File: src/rtl/arith_flag_pkg.sv
package arith_flag_pkg;
  localparam int unsigned WORD_W = 32;
  localparam int unsigned POS_CF = 0;
  localparam int unsigned POS_ONE = 1;
  localparam int unsigned POS_PF = 2;
  localparam int unsigned POS_AF = 4;
  localparam int unsigned POS_ZF = 6;
  localparam int unsigned POS_SF = 7;
  localparam int unsigned POS_OF = 11;
  localparam logic [WORD_W-1:0] RESET_WORD = 32'h0000_0002;

  typedef enum logic [2:0] {
    OP_ADD = 3'd0,
    OP_ADC = 3'd1,
    OP_SUB = 3'd2,
    OP_SBB = 3'd3,
    OP_LOG = 3'd4
  } flag_op_e;

  typedef struct packed {
    logic cf;
    logic pf;
    logic af;
    logic zf;
    logic sf;
    logic of;
  } flag_set_t;
endpackage

File: src/rtl/arith_carry_chain.sv
module arith_carry_chain #(
  parameter int unsigned DATA_W = 32
) (
  input  logic [DATA_W-1:0] a,
  input  logic [DATA_W-1:0] b,
  input  logic              invert_b,
  input  logic              cin,
  output logic              c_out,
  output logic              c_into_msb,
  output logic              c_nibble
);
  localparam int unsigned LOW_W = DATA_W - 1;

  logic [DATA_W-1:0] bx;
  logic [DATA_W-1:0] low_sum;
  logic [4:0]        nib_sum;

  assign bx = invert_b ? ~b : b;

  always_comb begin
    low_sum = {1'b0, a[LOW_W-1:0]} + {1'b0, bx[LOW_W-1:0]} + {{LOW_W{1'b0}}, cin};
    nib_sum = {1'b0, a[3:0]} + {1'b0, bx[3:0]} + {4'd0, cin};
  end

  assign c_into_msb = low_sum[DATA_W-1];
  assign c_out      = (a[DATA_W-1] & bx[DATA_W-1]) |
                      (c_into_msb & (a[DATA_W-1] ^ bx[DATA_W-1]));
  assign c_nibble   = nib_sum[4];
endmodule

File: src/rtl/arith_result_flags.sv
module arith_result_flags #(
  parameter int unsigned DATA_W = 32
) (
  input  logic [DATA_W-1:0] res,
  output logic              zero,
  output logic              sign,
  output logic              even_low
);
  assign zero     = ~|res;
  assign sign     = res[DATA_W-1];
  assign even_low = ~^res[7:0];
endmodule

File: src/rtl/arith_flag_pack.sv
module arith_flag_pack
  import arith_flag_pkg::*;
(
  input  flag_set_t          fs,
  output logic [WORD_W-1:0]  word
);
  for (genvar i = 0; i < WORD_W; i++) begin : g_bit
    if (i == POS_CF)       begin : g_cf  assign word[i] = fs.cf; end
    else if (i == POS_ONE) begin : g_one assign word[i] = 1'b1;  end
    else if (i == POS_PF)  begin : g_pf  assign word[i] = fs.pf; end
    else if (i == POS_AF)  begin : g_af  assign word[i] = fs.af; end
    else if (i == POS_ZF)  begin : g_zf  assign word[i] = fs.zf; end
    else if (i == POS_SF)  begin : g_sf  assign word[i] = fs.sf; end
    else if (i == POS_OF)  begin : g_of  assign word[i] = fs.of; end
    else                   begin : g_z   assign word[i] = 1'b0;  end
  end
endmodule

File: src/rtl/arith_flag_gen.sv
module arith_flag_gen
  import arith_flag_pkg::*;
#(
  parameter int unsigned DATA_W = 32
) (
  input  logic              clk,
  input  logic              rst,
  input  logic [DATA_W-1:0] op_a,
  input  logic [DATA_W-1:0] op_b,
  input  logic [2:0]        op_sel,
  input  logic              carry_in,
  input  logic [DATA_W-1:0] result,
  input  logic              flag_we,
  output logic [31:0]       flags_comb,
  output logic [31:0]       flags_q
);
  flag_op_e  op;
  logic      is_arith;
  logic      is_sub;
  logic      cin_eff;
  logic      c_out;
  logic      c_msb;
  logic      c_nib;
  logic      zf;
  logic      sf;
  logic      pf;
  flag_set_t fs;

  assign op = flag_op_e'(op_sel);

  always_comb begin
    is_arith = 1'b1;
    is_sub   = 1'b0;
    cin_eff  = 1'b0;
    unique case (op)
      OP_ADD: cin_eff = 1'b0;
      OP_ADC: cin_eff = carry_in;
      OP_SUB: begin is_sub = 1'b1; cin_eff = 1'b1;      end
      OP_SBB: begin is_sub = 1'b1; cin_eff = ~carry_in; end
      default: is_arith = 1'b0;
    endcase
  end

  arith_carry_chain #(.DATA_W(DATA_W)) chain_i (
    .a          (op_a),
    .b          (op_b),
    .invert_b   (is_sub),
    .cin        (cin_eff),
    .c_out      (c_out),
    .c_into_msb (c_msb),
    .c_nibble   (c_nib)
  );

  arith_result_flags #(.DATA_W(DATA_W)) resf_i (
    .res      (result),
    .zero     (zf),
    .sign     (sf),
    .even_low (pf)
  );

  always_comb begin
    fs.cf = is_arith & (c_out ^ is_sub);
    fs.af = is_arith & (c_nib ^ is_sub);
    fs.of = is_arith & (c_out ^ c_msb);
    fs.pf = pf;
    fs.zf = zf;
    fs.sf = sf;
  end

  arith_flag_pack pack_i (
    .fs   (fs),
    .word (flags_comb)
  );

  always_ff @(posedge clk) begin
    if (rst)          flags_q <= RESET_WORD;
    else if (flag_we) flags_q <= flags_comb;
  end
endmodule

File: config.mk
export PLATFORM = sky130hd
export DESIGN_NAME = arith_flag_gen
export DESIGN_NICKNAME = d
export VERILOG_FILES = /design/src/rtl/arith_flag_pkg.sv /design/src/rtl/arith_carry_chain.sv /design/src/rtl/arith_result_flags.sv /design/src/rtl/arith_flag_pack.sv /design/src/rtl/arith_flag_gen.sv
export SDC_FILE = /design/constraint.sdc
export NUM_CORES = 1
export LEC_CHECK = 0
export ABC_AREA = 1
export BUFFER_PORTS_ARGS = -buffer_cell sky130_fd_sc_hd__buf_4
export CAP_MARGIN = 5
export CORE_MARGIN = 3
export CORE_UTILIZATION = 40
export DETAILED_ROUTE_END_ITERATION = 8
export PLACE_DENSITY = 0.84
export SYNTH_ARGS = -nofsm -noshare
export SYNTH_HDL_FRONTEND = slang
export SYNTH_SLANG_ARGS = --single-unit
export TNS_END_PERCENT = 50
File: constraint.sdc
create_clock -name clk -period 6.3 [get_ports clk]
set_input_delay 0.63 -clock clk [delete_from_list [all_inputs] [get_ports clk]]
set_output_delay 0.63 -clock clk [all_outputs]
set_load 0.005 [all_outputs]
After elaboration in Yosys (flattened, before gate mapping)
Cells that the tools add are included.
Widths: inputs -> output; s select.
{ "word_totals": {"regBits": 6, "latchBits": 0, "ramBits": 0, "romBits": 0, "input_bits": 103, "out_inout_bits": 64, "word_cells": 30, "memories": 0} }
{ "op_classes": {"add_sub_neg": 4, "multipliers": 0, "n_div": 0, "magnitude_cmp": 0, "n_eq_ne": 3, "shifts": 0, "n_mux": 4, "bitwise_logic": 12, "reduce_logical": 6} }
{ "ops": {"columns": ["op", "count"], "rows": [
  ["$add 31x31->32", 1],
  ["$add 32x1->32", 1],
  ["$mux 32", 1],
  ["$not 32->32", 1],
  ["$reduce_or 32->1", 1],
  ["$reduce_xnor 8->1", 1],
  ["$eq 3x2->1 const B", 2],
  ["$add 4x4->5", 1],
  ["$add 5x1->5", 1],
  ["$and 1x1->1", 5],
  ["$reduce_or 4->1", 1],
  ["$xor 1x1->1", 4],
  ["$eq 3x1->1 const B", 1],
  ["$logic_not 3->1", 1],
  ["$pmux 1 s3", 1],
  ["$mux 1", 2],
  ["$reduce_or 2->1", 1],
  ["$logic_not 1->1", 1],
  ["$not 1->1", 1],
  ["$or 1x1->1", 1]
]} }

Longest topological paths before layout
{ "depth": {"depth_word": 10, "depth_mapped": 22, "mapped_depth_nobuf": 21} }

Modules after synthesis
A second synthesis with hierarchy kept.
{ "unflattened": {"hier_cells": 386, "hier_area_um2": 2741.4} }
{ "modules_own_cells": {"columns": ["module", "instances", "cells_each", "area_each_um2", "seq_area_each_um2"], "rows": [
  ["arith_flag_gen", 1, 158, 1206.2, 640.6],
  ["arith_carry_chain", 1, 146, 1051.0, 0.0],
  ["arith_flag_pack", 1, 34, 247.7, 0.0],
  ["arith_result_flags", 1, 48, 236.5, 0.0]
]} }

Worst setup path after synthesis
No wires, ideal clock.
{ "synth_timing": {"kind": "input to output", "start": "input port op_sel[2]", "end": "output port flags_comb[11]", "t_arrival_ps": 2422, "required_time_ps": 5670, "path_slack_ps": 3248, "stages": 18, "path_buffers": 1, "cell_sequence": "inv_2 > nand2_1 > buf_2 > xnor2_1 > ha_1 > a21oi_1 > nor2_1 > a211oi_1 > nand2_1 > nand2_1 > nand2_1 > nand2_1 > nand2_1 > nand2_1 > nand2_1 > nand2_1 > nand3_2 > inv_1"} }
{ "synth_via": {"elab_chain_len": 10, "elab_cells_between_ends": 18, "cone_classes": "add/sub: 2; eq/ne: 3; mux: 4; bitwise: 6; reduce/logical: 3"} }
{ "synth_lines": {"columns": ["element", "line_no", "rtl"], "rows": [
  ["from (decl)", "arith_flag_gen.sv:10", "input logic [2:0] op_sel,"],
  ["$eq 3x2->1", "arith_flag_gen.sv:35", "unique case (op)"],
  ["$reduce_or 2->1 (no source line)", null, null],
  ["$mux 1", "arith_flag_gen.sv:35", null],
  ["$mux 32", "arith_carry_chain.sv:18", "assign bx = invert_b ? ~b : b;"],
  ["$add 31x31->32", "arith_carry_chain.sv:21", "low_sum = {1'b0, a[LOW_W-1:0]} + {1'b0, bx[LOW_W-1:0]} + {{LOW_W{1'b0}}, cin};"],
  ["$add 32x1->32", "arith_carry_chain.sv:21", null],
  ["$and 1x1->1", "arith_carry_chain.sv:27", "(c_into_msb & (a[DATA_W-1] ^ bx[DATA_W-1]));"],
  ["$or 1x1->1", "arith_carry_chain.sv:26", "assign c_out = (a[DATA_W-1] & bx[DATA_W-1]) |"],
  ["$xor 1x1->1", "arith_flag_gen.sv:64", "fs.of = is_arith & (c_out ^ c_msb);"],
  ["$and 1x1->1 *", "arith_flag_gen.sv:64", null],
  ["to (decl)", "arith_flag_gen.sv:14", "output logic [31:0] flags_comb,"]
]} }
Mark *: on every way between the ends. The rest lies on a longest branch, timed or not.

Final worst setup path
Ends and elaborated chain as after synthesis.

==> run metrics <==
Slew @ Worst Pin ~950 ps; r2r setup slk approximately 5600 ps; GP Congestion approximately 0.78; crit path kind in2out; P per Cell Area 109 mW/mm²; nets just over 500; Synth Cell Area between 0.0015 and 0.002 mm²; CTS tree done; largest net degree at the start of global routing 34; final setup vio count 0; reg2reg start flags_q[11]$_SDFFE_PP0P_; Hold Path Stages 2; Synth Area per Inst 7.24 µm²; number of global-route vias before repair roughly 1,600; synthesis-to-layout area growth 37.7%; first-pass GRT wire length ~6600 µm; top_reg_cell synth dfxtp_1; Seq/Total Area, Yosys 0.0629; Final Non-Filler Cells between 400 and 500; Clock Sinks 6; Max Fclk ~260 MHz; Max FO, Critical Path 33; startpoint types input pin; Most flops, register flags_q; antenna violations before repair 0; Pleak about 1.5 nW; Hold EP flags_q[4]$_SDFFE_PP0P_; vias 1,820; final setup skew 0 ps; worst hold slack between 400 and 500 ps; top post-synthesis cells by area ha_1 (24%), buf_4 (22%), xnor2_1 (17%); core box area between 0.004 and 0.005 mm²; Max Cap Violations 0; Residual DRC 0; diode count 0; dpl cell area around 0.0026 mm²; Worst setup EP type primary output; period utilization 0.608; status completed; total CTS buffers 3; clk buf depth 2; max reg flops 6; FF-to-FF path depth 2; dpl cells 421; Hold Crit Class reg2reg; port bufs between 100 and 150; Hold Crit Start flags_q[4]$_SDFFE_PP0P_; fill count 422; DPL Wire Length ~4200 µm; setup TNS 0 ps; vias per cell 4.29; I/O Pins around 170; DRT iter0 DRCs 54; Initial Util 0.427; chip height about 75 µm; cell taking the most area after synthesis ha_1; global route overflow 0; cts repair resizes 0; die footprint about 0.0056 mm²; Design Area, Final ~0.0026 mm²; layout cells sized above 1 0.336; CTS root buf clkbuf_8; post-layout minimum cycle time between 3000 and 4000 ps; drt total wl 4740 µm; clk_lat worst skew ~220 ps; flip-flop and latch count after synthesis 6; Post-Synthesis Cells 264; post-synthesis async set-or-reset flop share 0; synth warn 0; H-Tree Depth 1; Largest regs flags_q: 6 flops; Worst Path Required around 5700 ps; Yosys cell types 27; Setup Buffers After CTS 0; hold buffer count at cts 0; Worst-path clk slew approximately 40 ps; Die Width about 75 µm; worst endpoint data arrival time around 3200 ps; RSZ-0062 raised after global routing false; Final Hold Viols 0; number of flops mapped to enable cells by yosys 0; Avg WL per Cell 11.2 µm; fin. max-slew vios 0; Pre-antenna DRT Iters 4; cell row count 24; FF-to-FF End flags_q[11]$_SDFFE_PP0P_; VDD IR max 0.0730 mV; Routed Antenna Nets 0; Rel. slew slack 0.363; post-synth top area share 0.236; Global Route Usage Sum 0.150
==> per-stage QoR <==
stage	setup slack (ps)	util	power [mW]
after floorplan	3250	-	0.175
after global placement	2480	0.579	0.226
after detailed placement	2430	0.579	0.231
after CTS	2420	0.588	0.291
after global routing	2070	0.588	0.319
final	2470	0.588	0.287
==> power by group <==
group | switching (mW) | total, mW | internal (mW)
Clock | 0.0163 | 0.0573 | 0.0410
Sequential | 0.00145 | 0.0427 | 0.0413
Combinational | 0.0849 | 0.187 | 0.102
==> logic make-up (layout without fill, tap and decap cells) <==
logic type,after synthesis,in the layout,share of synthesized area
compound gates,31,31,0.0878
xor+xnor,36,36,0.165
fa+ha+maj,36,36,0.236
buf+inv,84,142,0.275
flops,6,6,0.0629
other cells,2,52,0.00393
simple gates,69,69,0.170
==> Yosys cell counts, types with 2 or more instances <==
library cell and n:
a21oi_1 17, a21oi_2 2, buf_2 3, buf_4 55, clkinv_1 3, conb_1 2, dfxtp_1 6, ha_1 36
inv_1 20, inv_2 2, nand2_1 34, nand3_1 5, nand3_2 2, nand4_1 4, nor2_1 15, nor4_1 3
o21ai_0 8, o21ai_1 2, or4_1 2, xnor2_1 36
==> area by class of cell <==
class / count / area (µm²) / share of cell area
tap: 52 / 65.1 / 0.0247
sequential: 6 / 120 / 0.0456
multi-input combinational: 224 / 1460 / 0.553
timing repair buffer: 114 / 856 / 0.325
inverter: 25 / 93.8 / 0.0357
clock buffer: 3 / 41.3 / 0.0157
==> per-layer routing <==
layer  track usage  up-vias  share of wire
li1              -      973              -
met5             0        -              0
met3        0.0334        2          0.070
met2         0.274       73           0.53
met4        0.0296        0         0.0053
met1         0.180      772           0.39
==> critical path, stage by stage <==
cell and delay (ps):
buf_4 120, inv_2 80, nand2_2 540, xnor2_1 390, ha_1 290, a21oi_1 160
nor2_1 50, a211oi_1 160, nand2_1 70, nand2_1 50, nand2_1 50, nand2_1 70
nand2_1 60, nand2_1 70, nand2_1 70, nand2_1 70, nand3_2 70, inv_1 70
buf_4 100
==> layout by cell type, fill, tap and decap left out <==
cell type and n:
a211oi_1 1, a21oi_1 17, a21oi_2 2, buf_4 114, clkbuf_8 3, clkinv_1 3, conb_1 52, dfxtp_1 6
ha_1 36, inv_1 20, inv_2 2, nand2_1 33, nand2_2 1, nand3_1 5, nand3_2 2, nand3b_1 1
nand4_1 4, nor2_1 15, nor3_1 1, nor4_1 3, nor4b_1 1, nor4b_2 1, o21a_1 1, o21ai_0 8
o21ai_1 2, or4_1 2, xnor2_1 36
==> how the worst max path moves through the flow <==
stage,from,endpoint,cells past startpoint
floorplan,op_sel[2],flags_comb[11],18
global placement,op_sel[2],flags_comb[11],23
detailed placement,op_sel[2],flags_comb[0],19
CTS,op_sel[2],flags_comb[11],19
global route,op_sel[2],flags_comb[11],23
finish,op_sel[2],flags_comb[11],19
Power figures use the tool's default switching activity.
